--- config.mk ---
export PLATFORM = sky130hd
export DESIGN_NAME = i2c_tgt_addr_match
export DESIGN_NICKNAME = d
export VERILOG_FILES = /design/src/rtl/i2c_am_pkg.sv /design/src/rtl/i2c_am_cmp.sv /design/src/rtl/i2c_am_match.sv /design/src/rtl/i2c_tgt_addr_match.sv
export SDC_FILE = /design/constraint.sdc
export NUM_CORES = 1
export LEC_CHECK = 0
export ABC_AREA = 0
export BUFFER_PORTS_ARGS = -buffer_cell sky130_fd_sc_hd__buf_2
export CAP_MARGIN = 15
export CORE_MARGIN = 2
export CORE_UTILIZATION = 43
export CTS_CLUSTER_DIAMETER = 60
export DETAILED_ROUTE_END_ITERATION = 12
export PLACE_DENSITY_LB_ADDON = 0.3
export SYNTH_ARGS = -nofsm -noshare
export SYNTH_HDL_FRONTEND = slang
export SYNTH_SLANG_ARGS = --single-unit
--- constraint.sdc ---
create_clock -name clk -period 2 [get_ports clk]
set_clock_uncertainty 0.2 [all_clocks]
set_input_delay 0.3 -clock clk [delete_from_list [all_inputs] [get_ports clk]]
set_output_delay 0.3 -clock clk [all_outputs]
set_load 0.01 [all_outputs]
--- src/rtl/i2c_am_pkg.sv ---
package i2c_am_pkg;

    typedef enum logic {
        ROUTE_ADB = 1'b0,
        ROUTE_RXB = 1'b1
    } route_e;

    localparam int AM_DEF_ADR_W   = 7;
    localparam int AM_DEF_NUM_ADR = 4;

endpackage

--- src/rtl/i2c_am_cmp.sv ---
module i2c_am_cmp #(
    parameter int ADR_W = 7
) (
    input  logic [ADR_W-1:0] rx_adr,
    input  logic [ADR_W-1:0] ref_adr,
    input  logic [ADR_W-1:0] ign_mask,
    input  logic             enable,
    output logic             eq
);
    logic [ADR_W-1:0] diff;

    always_comb begin
        diff = (rx_adr ^ ref_adr) & ~ign_mask;
        eq   = enable && (diff == '0);
    end
endmodule

--- src/rtl/i2c_am_match.sv ---
module i2c_am_match #(
    parameter int ADR_W   = 7,
    parameter int NUM_ADR = 4,
    localparam int NUM_MASK = NUM_ADR / 2
) (
    input  logic [ADR_W-1:0]                rx_adr,
    input  logic                            masked,
    input  logic [NUM_ADR-1:0][ADR_W-1:0]   adr_tab,
    input  logic [NUM_MASK-1:0][ADR_W-1:0]  mask_tab,
    output logic [NUM_ADR-1:0]              hit_vec,
    output logic                            hit
);
    for (genvar i = 0; i < NUM_ADR; i++) begin : g_ent
        if (i % 2 == 0) begin : g_pair
            logic [ADR_W-1:0] msk;
            assign msk = masked ? mask_tab[i/2] : '0;
            i2c_am_cmp #(.ADR_W(ADR_W)) u_cmp (
                .rx_adr  (rx_adr),
                .ref_adr (adr_tab[i]),
                .ign_mask(msk),
                .enable  (1'b1),
                .eq      (hit_vec[i])
            );
        end else begin : g_plain
            i2c_am_cmp #(.ADR_W(ADR_W)) u_cmp (
                .rx_adr  (rx_adr),
                .ref_adr (adr_tab[i]),
                .ign_mask('0),
                .enable  (!masked),
                .eq      (hit_vec[i])
            );
        end
    end

    assign hit = |hit_vec;
endmodule

--- src/rtl/i2c_tgt_addr_match.sv ---
module i2c_tgt_addr_match
    import i2c_am_pkg::*;
#(
    parameter int ADR_W   = AM_DEF_ADR_W,
    parameter int NUM_ADR = AM_DEF_NUM_ADR,
    localparam int BW       = ADR_W + 1,
    localparam int NUM_MASK = NUM_ADR / 2
) (
    input  logic                           clk,
    input  logic                           rst_n,
    input  logic                           start_det,
    input  logic                           stop_det,
    input  logic                           byte_vld,
    input  logic [BW-1:0]                  byte_data,
    input  logic                           data_byte,
    input  logic                           cfg_masked,
    input  logic [NUM_ADR-1:0][ADR_W-1:0]  cfg_adr,
    input  logic [NUM_MASK-1:0][ADR_W-1:0] cfg_mask,
    input  logic                           cfg_hold_en,
    input  logic                           cfg_stretch_dis,
    input  logic                           cfg_abd,
    input  logic                           sw_stretch_clr,
    input  logic                           sw_irq_ack,
    input  logic                           sw_rxb_read,
    input  logic                           sw_clr_buf,
    output logic                           tgt_active,
    output logic                           rd_info,
    output logic                           data_flag,
    output logic                           adr_if,
    output logic                           gen_if,
    output logic                           stretch,
    output logic                           rx_full,
    output logic                           rx_if,
    output logic [BW-1:0]                  addr_buf,
    output logic [BW-1:0]                  rx_buf
);
    typedef struct packed {
        logic          armed;
        logic          active;
        logic          rd;
        logic          data;
        logic          adr_if;
        logic          gen_if;
        logic          stretch;
        logic          rx_full;
        logic          rx_if;
        logic [BW-1:0] adb;
        logic [BW-1:0] rxb;
    } am_state_t;

    am_state_t st_d, st_q;
    logic [NUM_ADR-1:0] hit_vec;
    logic hit;
    logic match_evt;
    route_e route;

    i2c_am_match #(.ADR_W(ADR_W), .NUM_ADR(NUM_ADR)) u_match (
        .rx_adr  (byte_data[BW-1:1]),
        .masked  (cfg_masked),
        .adr_tab (cfg_adr),
        .mask_tab(cfg_mask),
        .hit_vec (hit_vec),
        .hit     (hit)
    );

    always_comb begin
        st_d      = st_q;
        route     = cfg_abd ? ROUTE_RXB : ROUTE_ADB;
        match_evt = byte_vld && st_q.armed && hit;

        if (byte_vld)  st_d.armed = 1'b0;
        if (start_det) st_d.armed = 1'b1;
        if (stop_det)  st_d.active = 1'b0;
        if (data_byte && st_q.active) st_d.data = 1'b1;
        if (sw_stretch_clr) st_d.stretch = 1'b0;
        if (sw_irq_ack) begin
            st_d.adr_if = 1'b0;
            st_d.gen_if = 1'b0;
        end
        if (sw_rxb_read || sw_clr_buf) begin
            st_d.rx_full = 1'b0;
            st_d.rx_if   = 1'b0;
        end

        if (match_evt) begin
            st_d.active = 1'b1;
            st_d.rd     = byte_data[0];
            st_d.data   = 1'b0;
            st_d.adr_if = 1'b1;
            if (cfg_hold_en && !cfg_stretch_dis) begin
                st_d.stretch = 1'b1;
                st_d.gen_if  = 1'b1;
            end
            if (route == ROUTE_RXB) begin
                st_d.rxb     = byte_data;
                st_d.rx_full = 1'b1;
                st_d.rx_if   = 1'b1;
            end else begin
                st_d.adb = byte_data;
            end
        end
    end

    always_ff @(posedge clk or negedge rst_n) begin
        if (!rst_n) st_q <= '0;
        else        st_q <= st_d;
    end

    assign tgt_active = st_q.active;
    assign rd_info    = st_q.rd;
    assign data_flag  = st_q.data;
    assign adr_if     = st_q.adr_if;
    assign gen_if     = st_q.gen_if;
    assign stretch    = st_q.stretch;
    assign rx_full    = st_q.rx_full;
    assign rx_if      = st_q.rx_if;
    assign addr_buf   = st_q.adb;
    assign rx_buf     = st_q.rxb;

    assert_sel_status_R4: assert property (@(posedge clk) disable iff (!rst_n)
        match_evt |=> (tgt_active && adr_if && !data_flag && rd_info == $past(byte_data[0])));

    assert_stretch_cause_R5: assert property (@(posedge clk) disable iff (!rst_n)
        $rose(stretch) |-> (adr_if && gen_if));

    assert_adb_route_R6: assert property (@(posedge clk) disable iff (!rst_n)
        (match_evt && !cfg_abd) |=> (addr_buf == $past(byte_data)));

    assert_rx_route_R7: assert property (@(posedge clk) disable iff (!rst_n)
        (match_evt && cfg_abd) |=> (rx_full && rx_if && rx_buf == $past(byte_data)));

    assert_no_match_R9: assert property (@(posedge clk) disable iff (!rst_n)
        (byte_vld && !hit && !stop_det && !data_byte && !sw_stretch_clr &&
         !sw_irq_ack && !sw_rxb_read && !sw_clr_buf)
        |=> ($stable(tgt_active) && $stable(adr_if) && $stable(addr_buf) &&
             $stable(rx_buf) && $stable(rd_info)));
endmodule

Word level (Yosys, flattened, before mapping)
Cells that the tools add are included.
- flip-flop bits (word level): 25
- input port bits: 64
- output and inout port bits: 24
- logic and storage cells: 55
- multiplexer cells: 15
- bitwise operators: 9
- reduce and logical (&&, ||, !) cells: 20
- operators with widths (cell ; count):
    7-bit zero test ; 4
    7-bit XOR ; 4
    24-bit two-way mux ; 1
    8-bit two-way mux ; 2
    7-bit AND ; 2
    7-bit two-way mux ; 2
    7-bit inverter ; 2
    2-bit two-way mux ; 4
    2-bit nonzero test ; 4
    1-bit logical AND ; 6
    1-bit two-way mux ; 6
    2-bit AND reduction ; 2
    4-bit OR reduction ; 1
    1-bit zero test ; 2
    1-bit logical OR ; 1
    1-bit inverter ; 1

Depth between registers and ports, before layout
Gate-level depths: netlist (run 1).
- depth after elaboration: 7
- mapped depth: 8
- gate-level depth less buffers: 6

By module
From an unflattened synthesis (run 1), not the netlist that was laid out.
- cell total of the unflattened synthesis: 145
- area, all modules: 1551.5 um2
- modules (own cells, without submodules) (module ; times used ; cells each ; area an instance (um2) ; sequential area each (um2)):
    i2c_tgt_addr_match ; 1 ; 78 ; 1076.0 ; 625.6
    i2c_am_cmp ; 4 ; 12 ; 91.3 ; 0.0
    i2c_am_match ; 1 ; 19 ; 110.1 ; 0.0

Worst setup path before layout (run 1)
No wires, ideal clock.
- kind: input to register
- start: in byte_data[2]
- end: reg st_q, in the netlist addr_buf[0]
- library setup time: 125 ps
- data arrival time: 2114 ps
- required time: 1675 ps
- path slack: -439 ps
- stages: 7
- buffers on the path: 1
- cells stage by stage: clkbuf_1 > xnor2_1 > a21oi_1 > or4_1 > o221a_2 > nor3_4 > mux2_2
- longest elaborated chain between the ends: 6
- elaborated cells on any way between the ends: 15
- those cells by class: bitwise: 6; reduce/logical: 9
- ends and longest elaborated chain (what ; RTL line ; source):
    start, declared ; i2c_tgt_addr_match.sv:14 ; input logic [BW-1:0] byte_data,
    7-bit XOR ; i2c_am_cmp.sv:13 ; diff = (rx_adr ^ ref_adr) & ~ign_mask;
    7-bit AND or 7-bit zero test (tied branches) ; i2c_am_cmp.sv:13, i2c_am_cmp.sv:14 ;
    7-bit zero test or 1-bit logical AND (tied branches) ; i2c_am_cmp.sv:14 ; eq = enable && (diff == '0);
    4-bit OR reduction * ; i2c_am_match.sv:35 ; assign hit = |hit_vec;
    1-bit logical AND * ; i2c_tgt_addr_match.sv:69 ; match_evt = byte_vld && st_q.armed && hit;
    2-bit AND reduction (no source line) * ; n/a ;
    end signal, assigned ; i2c_tgt_addr_match.sv:106 ; else st_q <= st_d;
    end, declared ; i2c_tgt_addr_match.sv:51 ; am_state_t st_d, st_q;
Every way passes the cells marked *; elsewhere a longest branch is shown, timed or not.
A chain may end at the register's enable or synchronous reset.

Final worst setup path (run 1)
- start: in byte_data[7]
- end: reg st_q, in the netlist rd_info
- longest elaborated chain between the ends: 5
- elaborated cells on any way between the ends: 14
- those cells by class: bitwise: 6; reduce/logical: 8
- ends and longest elaborated chain (what ; RTL line):
    7-bit XOR ; i2c_am_cmp.sv:13
    7-bit AND or 7-bit zero test (tied branches) ; i2c_am_cmp.sv:13, i2c_am_cmp.sv:14
    7-bit zero test or 1-bit logical AND (tied branches) ; i2c_am_cmp.sv:14
    4-bit OR reduction * ; i2c_am_match.sv:35
    1-bit logical AND * ; i2c_tgt_addr_match.sv:69
Marked as above.

==> results.txt, run 1 <==
----------------------------------------------------
[Run status]
  Result of the run ... finished, violations left
  Failing checks ... setup timing

[STA]
  Period Utilization, post-route ... 104.4%
  PnR worst setup slack ... -0.08765 ns
  Headroom to the max-slew limit ... 63.89%
  RSZ-0062 raised after global routing ... yes
  Final number of setup-violating endpoints ... 17
  Worst Max-Slew Pin Slew ... 0.5417 ns
  Shortest period the worst path allows ... around 2.1 ns
  Max Clk Rate ... approximately 480 MHz
  Slew Limit Fails ... 0
  Total negative slack for setup checks ... -1.293 ns
  Final Hold Vio Count ... 0

[Setup path]
  Timing startpoint of the critical path ... byte_data[7]
  CP Data Required Time ... 2.02 ns
  CP Max Fanout ... 3
  Gate family responsible for the most delay along the worst path ... simple AND/OR/NAND/NOR gates
  Setup crit end kind ... flip-flop
  Critical path's slowest cell ... or4_1
  Peak per-stage delay on the critical path ... between 0.5 and 0.6 ns
  Startpoint type of the worst setup path ... input pin
  Total number of cells along the worst setup path ... 8
  Number of buffers and inverters on the critical path ... 2
  Crit Path Category ... input pin to flip-flop
  Arr. time, crit path ... between 2 and 2.5 ns
  Worst setup slack for register-to-register paths ... 0.41 ns
  Endpoint of the worst-slack reg-to-reg timing path ... rx_buf[7]$_DFFE_PN0P_
  CP endpoint ... rd_info$_DFFE_PN0P_
  Launch instance of the worst register-to-register path ... st_q[24]$_DFFE_PN0P_
  List of cells traversed by the critical path ... buf_8, xnor2_2, a21oi_1, or4_1, o221a_4, buf_4, nor2_1, mux2_2
  Worst r2r path cells ... 4

[Logic synthesis]
  Post-synthesis sequential element count ... 25
  Number of instances in the synthesized netlist ... around 140
  Netlist area before placement ... 1511 µm²
  Seq/Total Area, Yosys ... 41.39%
  Ys Warns ... 0
  Cell type with the largest total area after synthesis ... dfrtp_1
  Mean area per synthesized cell ... 10.57 µm²
  Number of distinct library cells after synthesis ... 27
  Leading post-synthesis cells by cell area ... dfrtp_1 (41%), xor2_1 (13%), mux2_2 (12%), buf_4 (8.4%), xnor2_1 (3.5%)
  Syn nets ... 207
  Fraction of synthesized cell area taken by the top area cell type ... between 40 and 50%

[Clocking]
  Clock latency on the worst-skew pair ... roughly 0.32 ns
  Clock transition at path regs ... approximately 0.13 ns
  CTS H-tree depth ... 1
  CTS root buf ... clkbuf_4
  Clock sinks ... 25
  Cts bufs inserted ... 3
  Deepest clock path buffer count ... 2
  Clock tree from TritonCTS ... done

[GRT]
  First-pass GRT wire length ... ~6.7 mm
  Total congestion overflow after global routing ... 0
  Overall track demand over capacity in global routing ... a little over a fifth
  Antenna violations before repair ... 0
  Number of global-route vias before repair ... 1466
  Pin count of the biggest net entering global routing ... 26

[Power and ir drop]
  Share of total power in combinational logic ... a little over 40%
  Sum of internal, switching and leakage power ... 1.656 mW
  Switch share ... between 30% and 40%
  Cell leakage power ... about 1.2 nW
  Clock group share of total power ... 14.2%
  Total net switching power ... roughly 0.53 mW
  Cell-internal power ... 1.128 mW
  Worst ir drop on vdd ... approximately 0.58 mV
  Power density over the cells ... around 740 nW/µm²
  Share of total power in sequential cells ... around 45%

[Floorplan]
  Die ar. ... about 4000 µm²
  Core box area ... 3363 µm²
  Initial Utilization ... between 40% and 50%
  Die width ... between 60 and 70 µm
  Number of placement rows ... 21
  Vert. Die Dim ... ~63 µm
  Number of primary I/O pins ... approximately 90

[Final layout]
  Most frequent standard cell in the layout excluding fill and tap cells ... buf_2
  Layout cells sized above 1 ... about three fifths
  Commonest non-fill, non-tap cells in the layout ... buf_2 (83), dfrtp_1 (25), xor2_1 (22), mux2_4 (16), buf_4 (15)
  Post-layout net count ... 300
  Area added between synthesis and finish ... 48.34%
  Final core utilization ... about two thirds
  # diodes ... 0
  Fillers ... ~300

[Placed design]
  Routability-driven placement congestion ratio ... between 0.8 and 0.9
  DPL Wire Length ... 3.048 mm
  Port bufs ... 87

[Job]
  Maximum capacitance violations ... 0

[Drt]
  Via count ... roughly 1300
  Drt wl/cell ... ~14 µm
  Residual antenna-violating net count after detailed routing ... 0
  Overall routed net length ... ~4 mm
  Drt first pass iters ... 4
  Initial DRC Count ... 41
  # DRC ... 0
  Detail-routed via count per cell ... approximately 4.7

[Worst hold path]
  Class of the tightest hold or removal check ... input pin to flip-flop

----------------------------------------------------
Yosys cell counts:
cell type  count
dfrtp_1       25
xor2_1        22
buf_4         17
mux2_2        16
nand2_1       10
a21oi_1        7
xnor2_1        6
clkbuf_1       5
inv_1          5
a22oi_1        4
a21o_1         3
nor2_1         3
buf_6          2
nor3_1         2
nor4_1         2
o21ai_0        2
o22ai_1        2
a211o_1        1
buf_2          1
mux2_1         1
nand2b_1       1
nand4_1        1
nor3_4         1
nor3b_2        1
o221a_2        1
or2_2          1
or4_1          1
metal layers:
| metal | vias up | track usage, % | wire length [µm] |
|---|---|---|---|
| met4 | 0 | 5.163 | 55 |
| met2 | 44 | 39.36 | 2057 |
| met3 | 6 | 4.107 | 191 |
| met1 | 617 | 25.58 | 1661 |
| li1 | 642 | - | - |
| met5 | - | 0 | 0 |
power groups by stage:
stage               clock network (mW)  logic (mW)  registers (mW)
floorplan                            0       0.501           0.733
global placement                     0       0.599           0.741
detailed placement                   0       0.618           0.741
CTS                              0.235       0.686           0.736
global route                     0.259       0.741           0.759
finish                           0.235       0.683           0.738
final cells by class:
cell class / count / area, µm² / area share [%]
clock buffers: 3 / 22.52 / 1.004
inverters: 5 / 18.77 / 0.8371
well taps: 46 / 57.56 / 2.567
clock inverters: 1 / 7.507 / 0.3348
repair buffers: 113 / 706.9 / 31.53
multi-input cells: 88 / 803.3 / 35.83
flip-flops and latches: 25 / 625.6 / 27.90
registers in the layout, summed over array words and instances (netlist names):
| register | cells |
|---|---|
| rx_if | 1 |
| tgt_active | 1 |
| data_flag | 1 |
| rd_info | 1 |
| rx_full | 1 |
| st_q | 1 |
| gen_if | 1 |
| adr_if | 1 |
| stretch | 1 |
| addr_buf | 8 |
| rx_buf | 8 |
worst min-delay path by stage:
| stage | cells after the start | end | slack, ns | start |
|---|---|---|---|---|
| CTS | 3 | data_flag$_DFFE_PN0P_ | 0.02 | data_byte |
| global route | 3 | gen_if$_DFF_PN0_ | 0.05 | cfg_hold_en |
| floorplan | 0 | addr_buf[0]$_DFFE_PN0P_ | -0.20 | rst_n |
| finish | 3 | data_flag$_DFFE_PN0P_ | 0.02 | data_byte |
| global placement | 1 | rx_buf[1]$_DFFE_PN0P_ | 0.11 | rst_n |
| detailed placement | 1 | addr_buf[1]$_DFFE_PN0P_ | 0.11 | rst_n |
tightest hold or removal path, delay by kind of cell:
| family | cells | cell delay (ns) |
|---|---|---|
| buffers and inverters | 1 | 0.08 |
| AO/OA/AOI/OAI | 1 | 0.06 |
| AND/OR/NAND/NOR | 1 | 0.07 |
stage by stage:
| stage | hold WS (ns) | area, µm² | worst slack, ns | std cells |
|---|---|---|---|---|
| floorplan | -0.1956 | 1580 | -0.4184 | 143 |
| global placement | 0.1126 | 2024 | -0.4711 | 268 |
| detailed placement | 0.1081 | 2024 | -0.5379 | 268 |
| CTS | 0.02265 | 2236 | -0.1109 | 281 |
| global route | 0.05245 | 2242 | -0.1451 | 281 |
| finish | 0.02123 | 2242 | -0.08765 | 281 |
cells by family (layout without fill, tap and decap cells):
family / Yosys count / after routing / synth area share (%)
AO/OA/AOI/OAI: 20 / 20 / 8.609
multiplexers: 17 / 17 / 12.67
buffers and inverters: 30 / 122 / 12.75
XOR/XNOR: 28 / 28 / 16.22
AND/OR/NAND/NOR: 23 / 23 / 8.362
flip-flops: 25 / 25 / 41.39
what timing repair did:
action	4_1_cts	5_1_grt
hold buffers	5	0
hold endpoints to repair	30	0
setup endpoints to repair	17	22
cloned	0	0
gates resized for setup	25	1
setup buffers	4	0
pin swaps	7	2
No activity file was read; power rests on OpenSTA's default activity.
==> run 2, diff against run 1 <==
- CTS_BUF_LIST: default -> sky130_fd_sc_hd__clkbuf_16
- REMOVE_ABC_BUFFERS: default -> 1
==> results.txt, run 2 (synthesis gave the netlist of run 1 again) <==
----------------------------------------------------
[Setup path]
  Startpoint type of the worst setup path ... input pin (unchanged)
  Arr. time, crit path ... 2.11 ns (about the same)
  CP Data Required Time ... 1.94 ns (was 2.02 ns)
  Crit Path Category ... input pin to flip-flop (unchanged)
  CP Max Fanout ... 5 (was 3)
  Worst setup slack for register-to-register paths ... 0.45 ns (was 0.41 ns)
  Setup crit end kind ... flip-flop (unchanged)

[Final layout]
  Flip-flop and latch area ... 625.6 µm² (unchanged)
  Commonest non-fill, non-tap cells in the layout ... buf_2 (82), dfrtp_1 (25), xor2_1 (21), mux2_4 (17), buf_4 (15) (was buf_2 (83), dfrtp_1 (25), xor2_1 (22), mux2_4 (16), buf_4 (15))
  Count of non-filler cells in the finished layout ... 275 (was 281)
  Most frequent standard cell in the layout excluding fill and tap cells ... buf_2 (unchanged)
  Fillers ... 313 (was 304)
  Area added between synthesis and finish ... 47.27% (was 48.34%)
  # diodes ... 0 (unchanged)
  Post-layout net count ... 294 (was 300)
  Area taken by multi-input logic gates ... 814.5 µm² (was 803.3 µm²)
  Layout cells sized above 1 ... 60.26% (was 58.72%)

[Power and ir drop]
  Worst ir drop on vdd ... 0.6278 mV (was 0.5825 mV)
  Cell leakage power ... 1.197 nW (was 1.206 nW)
  Sum of internal, switching and leakage power ... 1.845 mW (was 1.656 mW)
  Power density over the cells ... 828.7 nW/µm² (was 738.8 nW/µm²)

[Run status]
  Failing checks ... setup timing (unchanged)
  Result of the run ... finished, violations left (unchanged)

[Clocking]
  CTS root buf ... clkbuf_16 (was clkbuf_4)
  Clock transition at path regs ... 0.06 ns (was 0.13 ns)
  Cts bufs inserted ... 3 (unchanged)
  Clock tree from TritonCTS ... done (unchanged)
  Clock sinks ... 25 (unchanged)
  CTS H-tree depth ... 1 (unchanged)
  Clock latency on the worst-skew pair ... 0.25 ns (was 0.32 ns)
  Deepest clock path buffer count ... 2 (unchanged)

[GRT]
  Pin count of the biggest net entering global routing ... 26 (unchanged)
  First-pass GRT wire length ... 5.885 mm (was 6.720 mm)
  Antenna violations before repair ... 0 (unchanged)
  Number of global-route vias before repair ... 1267 (was 1466)
  Total congestion overflow after global routing ... 0 (unchanged)
  Overall track demand over capacity in global routing ... 18.82% (was 21.37%)

[Floorplan]
  Initial Utilization ... 44.94% (unchanged)
  Number of placement rows ... 21 (unchanged)
  Die ar. ... 4005 µm² (unchanged)
  Die width ... 63.29 µm (unchanged)
  Number of primary I/O pins ... 88 (unchanged)
  Core box area ... 3363 µm² (unchanged)
  Vert. Die Dim ... 63.29 µm (unchanged)

[Drt]
  Detail-routed via count per cell ... 4.673 (was 4.658)
  # DRC ... 0 (unchanged)
  Drt wl/cell ... 13.69 µm (was 14.11 µm)
  Residual antenna-violating net count after detailed routing ... 0 (unchanged)
  Via count ... 1285 (was 1309)
  Initial DRC Count ... 59 (was 41)
  Drt first pass iters ... 4 (unchanged)
  Overall routed net length ... 3.765 mm (was 3.965 mm)

[STA]
  Final Hold Vio Count ... 0 (unchanged)
  RSZ-0062 raised after global routing ... yes (unchanged)
  PnR worst setup slack ... -0.1736 ns (was -0.08765 ns)
  Final number of setup-violating endpoints ... 23 (was 17)
  Final hold slack ... 0.01572 ns (was 0.02123 ns)
  Worst Max-Slew Pin Slew ... 0.5383 ns (was 0.5417 ns)
  Max Clk Rate ... 460.1 MHz (was 479.0 MHz)
  Period Utilization, post-route ... 108.7% (was 104.4%)
  Shortest period the worst path allows ... 2.174 ns (was 2.088 ns)
  Headroom to the max-slew limit ... 64.11% (was 63.89%)
  Slew Limit Fails ... 0 (unchanged)

[Placed design]
  Dpl cells ... 269 (was 268)
  Port bufs ... 87 (unchanged)
  DPL Wire Length ... 2.806 mm (was 3.048 mm)
  Post-Place Worst Slack ... -0.5890 ns (was -0.5379 ns)
  Routability-driven placement congestion ratio ... 0.7190 (was 0.8128)

[Job]
  Maximum capacitance violations ... 0 (unchanged)

[Worst hold path]
  Class of the tightest hold or removal check ... input pin to flip-flop (unchanged)

----------------------------------------------------
==> run 2: metal layers <==
| metal | part of all wire, % | up-vias | GRT usage, % |
|---|---|---|---|
| li1 | - | 632 | - |
| met1 | 44 | 586 | 24.80 |
| met2 | 46 | 65 | 30.59 |
| met3 | 9.6 | 2 | 4.821 |
| met4 | 0.42 | 0 | 5.707 |
| met5 | 0 | - | 0 |
==> run 2: critical path, cell delays in order <==
cell and delay, ns:
buf_6 0.10, xnor2_2 0.15, a21oi_1 0.06, or4_4 0.51
o221a_4 0.30, nor3b_2 0.20, buf_4 0.19, mux2_4 0.30
==> run 2: worst paths after layout <==
check | depth (start not counted) | startpoint | end
max | 8 | cfg_adr[6] | rx_buf[5]$_DFFE_PN0P_
min | 2 | stop_det | tgt_active$_DFFE_PN0P_
max reg2reg | 4 | st_q[24]$_DFFE_PN0P_ | rx_buf[5]$_DFFE_PN0P_
min reg2reg | 1 | rx_full$_DFF_PN0_ | rx_full$_DFF_PN0_
max in group asynchronous | 2 | rst_n | rx_buf[4]$_DFFE_PN0P_
min in group asynchronous | 2 | rst_n | rd_info$_DFFE_PN0P_
==> run 2: through the flow <==
stage          util (%)  setup TNS (ns)  area (µm²)
2_1_floorplan         -          -7.202        1338
3_3_place_gp      58.44          -10.54        1966
3_5_place_dp      58.44          -12.07        1966
4_1_cts           64.77          -3.090        2178
5_1_grt           66.18          -4.207        2226
6_report          66.18          -3.096        2226
==> run 2: power breakdown <==
group | internal (mW) | total [mW] | switching (mW)
Clock | 0.267 | 0.425 | 0.158
Combinational | 0.398 | 0.685 | 0.287
Sequential | 0.654 | 0.735 | 0.0809
==> run 2: layout make-up <==
type	count	share of cell area, %
Multi-Input combinational cell	88	36.59
Timing Repair Buffer	107	28.33
Sequential cell	25	28.11
Clock buffer	3	3.373
Tap cell	46	2.586
Inverter	5	0.8432
Clock inverter	1	0.1686
==> run 2: repair_timing <==
| action | in CTS | in global routing |
|---|---|---|
| setup endpoints to repair | 23 | 23 |
| hold buffers | 1 | 0 |
| pin swaps | 9 | 5 |
| setup buffers | 1 | 1 |
| hold endpoints to repair | 25 | 0 |
| gates resized for setup | 24 | 15 |
==> run 3, diff against run 2 <==
==> constraint.sdc (replaced) <==
create_clock -name clk -period 2 [get_ports clk]
set_clock_uncertainty 0.2 [all_clocks]
set_input_delay 0 -clock clk [delete_from_list [all_inputs] [get_ports clk]]
set_output_delay 0 -clock clk [all_outputs]
set_load 0.01 [all_outputs]
==> results.txt, run 3 (synthesis gave the netlist of run 1 again) <==
----------------------------------------------------
[Placed design]
  Dpl cells ... 269 (unchanged)
  Post-Place Worst Slack ... -0.2921 ns (was -0.5890 ns)
  Routability-driven placement congestion ratio ... 0.7162 (was 0.7190)
  Port bufs ... 87 (unchanged)
  DPL Wire Length ... 2.772 mm (was 2.806 mm)

[GRT]
  Pin count of the biggest net entering global routing ... 26 (unchanged)
  Overall track demand over capacity in global routing ... 18.89% (was 18.82%)
  Total congestion overflow after global routing ... 0 (unchanged)
  First-pass GRT wire length ... 5.885 mm (unchanged)
  Number of global-route vias before repair ... 1322 (was 1267)
  Antenna violations before repair ... 0 (unchanged)

[Setup path]
  Startpoint type of the worst setup path ... input pin (unchanged)
  CP Data Required Time ... 1.94 ns (about the same)
  Crit Path Category ... input pin to flip-flop (unchanged)
  CP Max Fanout ... 5 (unchanged)
  Arr. time, crit path ... 1.85 ns (was 2.11 ns)
  Worst r2r path cells ... 4 (unchanged)
  Setup crit end kind ... flip-flop (unchanged)

[Worst hold path]
  Worst Hold Depth ... 3 (was 2)
  Class of the tightest hold or removal check ... input pin to flip-flop (unchanged)

[STA]
  RSZ-0062 raised after global routing ... no (was yes)
  Headroom to the max-slew limit ... 63.64% (was 64.11%)
  Shortest period the worst path allows ... 1.916 ns (was 2.174 ns)
  Worst Max-Slew Pin Slew ... 0.5454 ns (was 0.5383 ns)
  Max Clk Rate ... 522.0 MHz (was 460.1 MHz)
  Slew Limit Fails ... 0 (unchanged)
  Final Hold Vio Count ... 0 (unchanged)
  Final number of setup-violating endpoints ... 0 (was 23)
  Period Utilization, post-route ... 95.79% (was 108.7%)
  PnR worst setup slack ... 0.08416 ns (was -0.1736 ns)

[Floorplan]
  Initial Utilization ... 44.94% (unchanged)
  Core box area ... 3363 µm² (unchanged)
  Number of placement rows ... 21 (unchanged)
  Vert. Die Dim ... 63.29 µm (unchanged)
  Number of primary I/O pins ... 88 (unchanged)
  Die ar. ... 4005 µm² (unchanged)
  Die width ... 63.29 µm (unchanged)

[Clocking]
  Clock tree from TritonCTS ... done (unchanged)
  Clock transition at path regs ... 0.06 ns (about the same)
  Deepest clock path buffer count ... 2 (unchanged)
  CTS H-tree depth ... 1 (unchanged)
  Clock sinks ... 25 (unchanged)
  Cts bufs inserted ... 3 (unchanged)
  Clock latency on the worst-skew pair ... 0.25 ns (about the same)
  CTS root buf ... clkbuf_16 (unchanged)

[Drt]
  Drt first pass iters ... 4 (unchanged)
  Detail-routed via count per cell ... 4.615 (was 4.673)
  # DRC ... 0 (unchanged)
  Residual antenna-violating net count after detailed routing ... 0 (unchanged)
  Initial DRC Count ... 38 (was 59)
  Via count ... 1343 (was 1285)
  Overall routed net length ... 3.808 mm (was 3.765 mm)
  Drt wl/cell ... 13.09 µm (was 13.69 µm)

[Power and ir drop]
  Worst ir drop on vdd ... 0.6800 mV (was 0.6278 mV)
  Power density over the cells ... 781.6 nW/µm² (was 828.7 nW/µm²)
  Cell leakage power ... 1.213 nW (was 1.197 nW)

[Final layout]
  Final core utilization ... 67.26% (was 66.18%)
  Post-layout net count ... 310 (was 294)
  Count of non-filler cells in the finished layout ... 291 (was 275)
  Most frequent standard cell in the layout excluding fill and tap cells ... buf_2 (unchanged)
  Commonest non-fill, non-tap cells in the layout ... buf_2 (87), dfrtp_1 (25), xor2_1 (22), dlygate4sd3_1 (18), buf_4 (18) (was buf_2 (82), dfrtp_1 (25), xor2_1 (21), mux2_4 (17), buf_4 (15))
  # diodes ... 0 (unchanged)
  Layout cells sized above 1 ... 53.88% (was 60.26%)
  Fillers ... 302 (was 313)
  Area added between synthesis and finish ... 49.67% (was 47.27%)

[Job]
  Maximum capacitance violations ... 0 (unchanged)

[Run status]
  Result of the run ... finished, final reports clean (was finished, violations left)

----------------------------------------------------
==> run 3: cell count changes in the layout (fill, tap and decap cells not counted), moves of 3 or more <==
cell and change:
buf_2 +5, buf_4 +3, buf_6 -8, dlygate4sd3_1 +17, mux2_2 +16, mux2_4 -17
==> run 3: path summary, 6_finish.rpt <==
check / start / endpoint / slack (ns)
max in group asynchronous: rst_n / rx_buf[6]$_DFFE_PN0P_ / 1.16
max: byte_data[7] / rx_buf[1]$_DFFE_PN0P_ / 0.08
min in group asynchronous: rst_n / st_q[24]$_DFFE_PN0P_ / 0.08
min: byte_data[1] / rx_buf[1]$_DFFE_PN0P_ / 0.009
max reg2reg: st_q[24]$_DFFE_PN0P_ / rx_buf[1]$_DFFE_PN0P_ / 0.42
min reg2reg: rx_full$_DFF_PN0_ / rx_full$_DFF_PN0_ / 0.28
==> run 3: repair_timing <==
action                                  CTS  global route
setup buffers                             0             0
pin swaps                                 1             2
resized for setup                         1             4
hold buffers                             18             0
endpoints found under the setup margin    8            17
hold endpoints to repair                 44             0
==> run 3: through the flow <==
stage,hold slack [ns],TNS [ns],cell area (µm²),power (mW)
after floorplan,-0.4956,-1.865,1338,1.002
after global placement,-0.1828,-3.460,1966,1.300
after detailed placement,-0.1865,-4.812,1966,1.311
after CTS,0.0007129,0,2235,1.779
after global routing,0.006563,0,2262,1.885
final,0.008940,0,2262,1.768
==> run 3: area by class of cell <==
| type | count | area (µm²) | area share [%] |
|---|---|---|---|
| timing repair buffer | 123 | 750.7 | 33.19 |
| tap | 46 | 57.56 | 2.544 |
| clock inverter | 1 | 5.005 | 0.2212 |
| clock buffer | 3 | 75.07 | 3.319 |
| sequential | 25 | 625.6 | 27.65 |
| multi-input combinational | 88 | 729.5 | 32.25 |
| inverter | 5 | 18.77 | 0.8296 |
==> run 3: critical path: stages <==
cell     delay [ns]
buf_2          0.12
xnor2_2        0.14
a21oi_1        0.06
or4_1          0.54
o221a_4        0.31
nor3b_4        0.19
buf_4          0.17
mux2_2         0.33
==> run 3: report_power, final <==
part	total, mW	internal [mW]	switching [mW]
Clock	0.430	0.269	0.162
Sequential	0.728	0.654	0.0743
Combinational	0.610	0.333	0.276
==> run 3: layer usage <==
layer  global-route usage, %  up-vias  share of wire, %
met5                       0        -                 0
met4                   5.707        0              0.42
met3                   4.286        2               9.1
met2                   35.24       65                49
met1                   21.29      608                41
li1                        -      668                 -
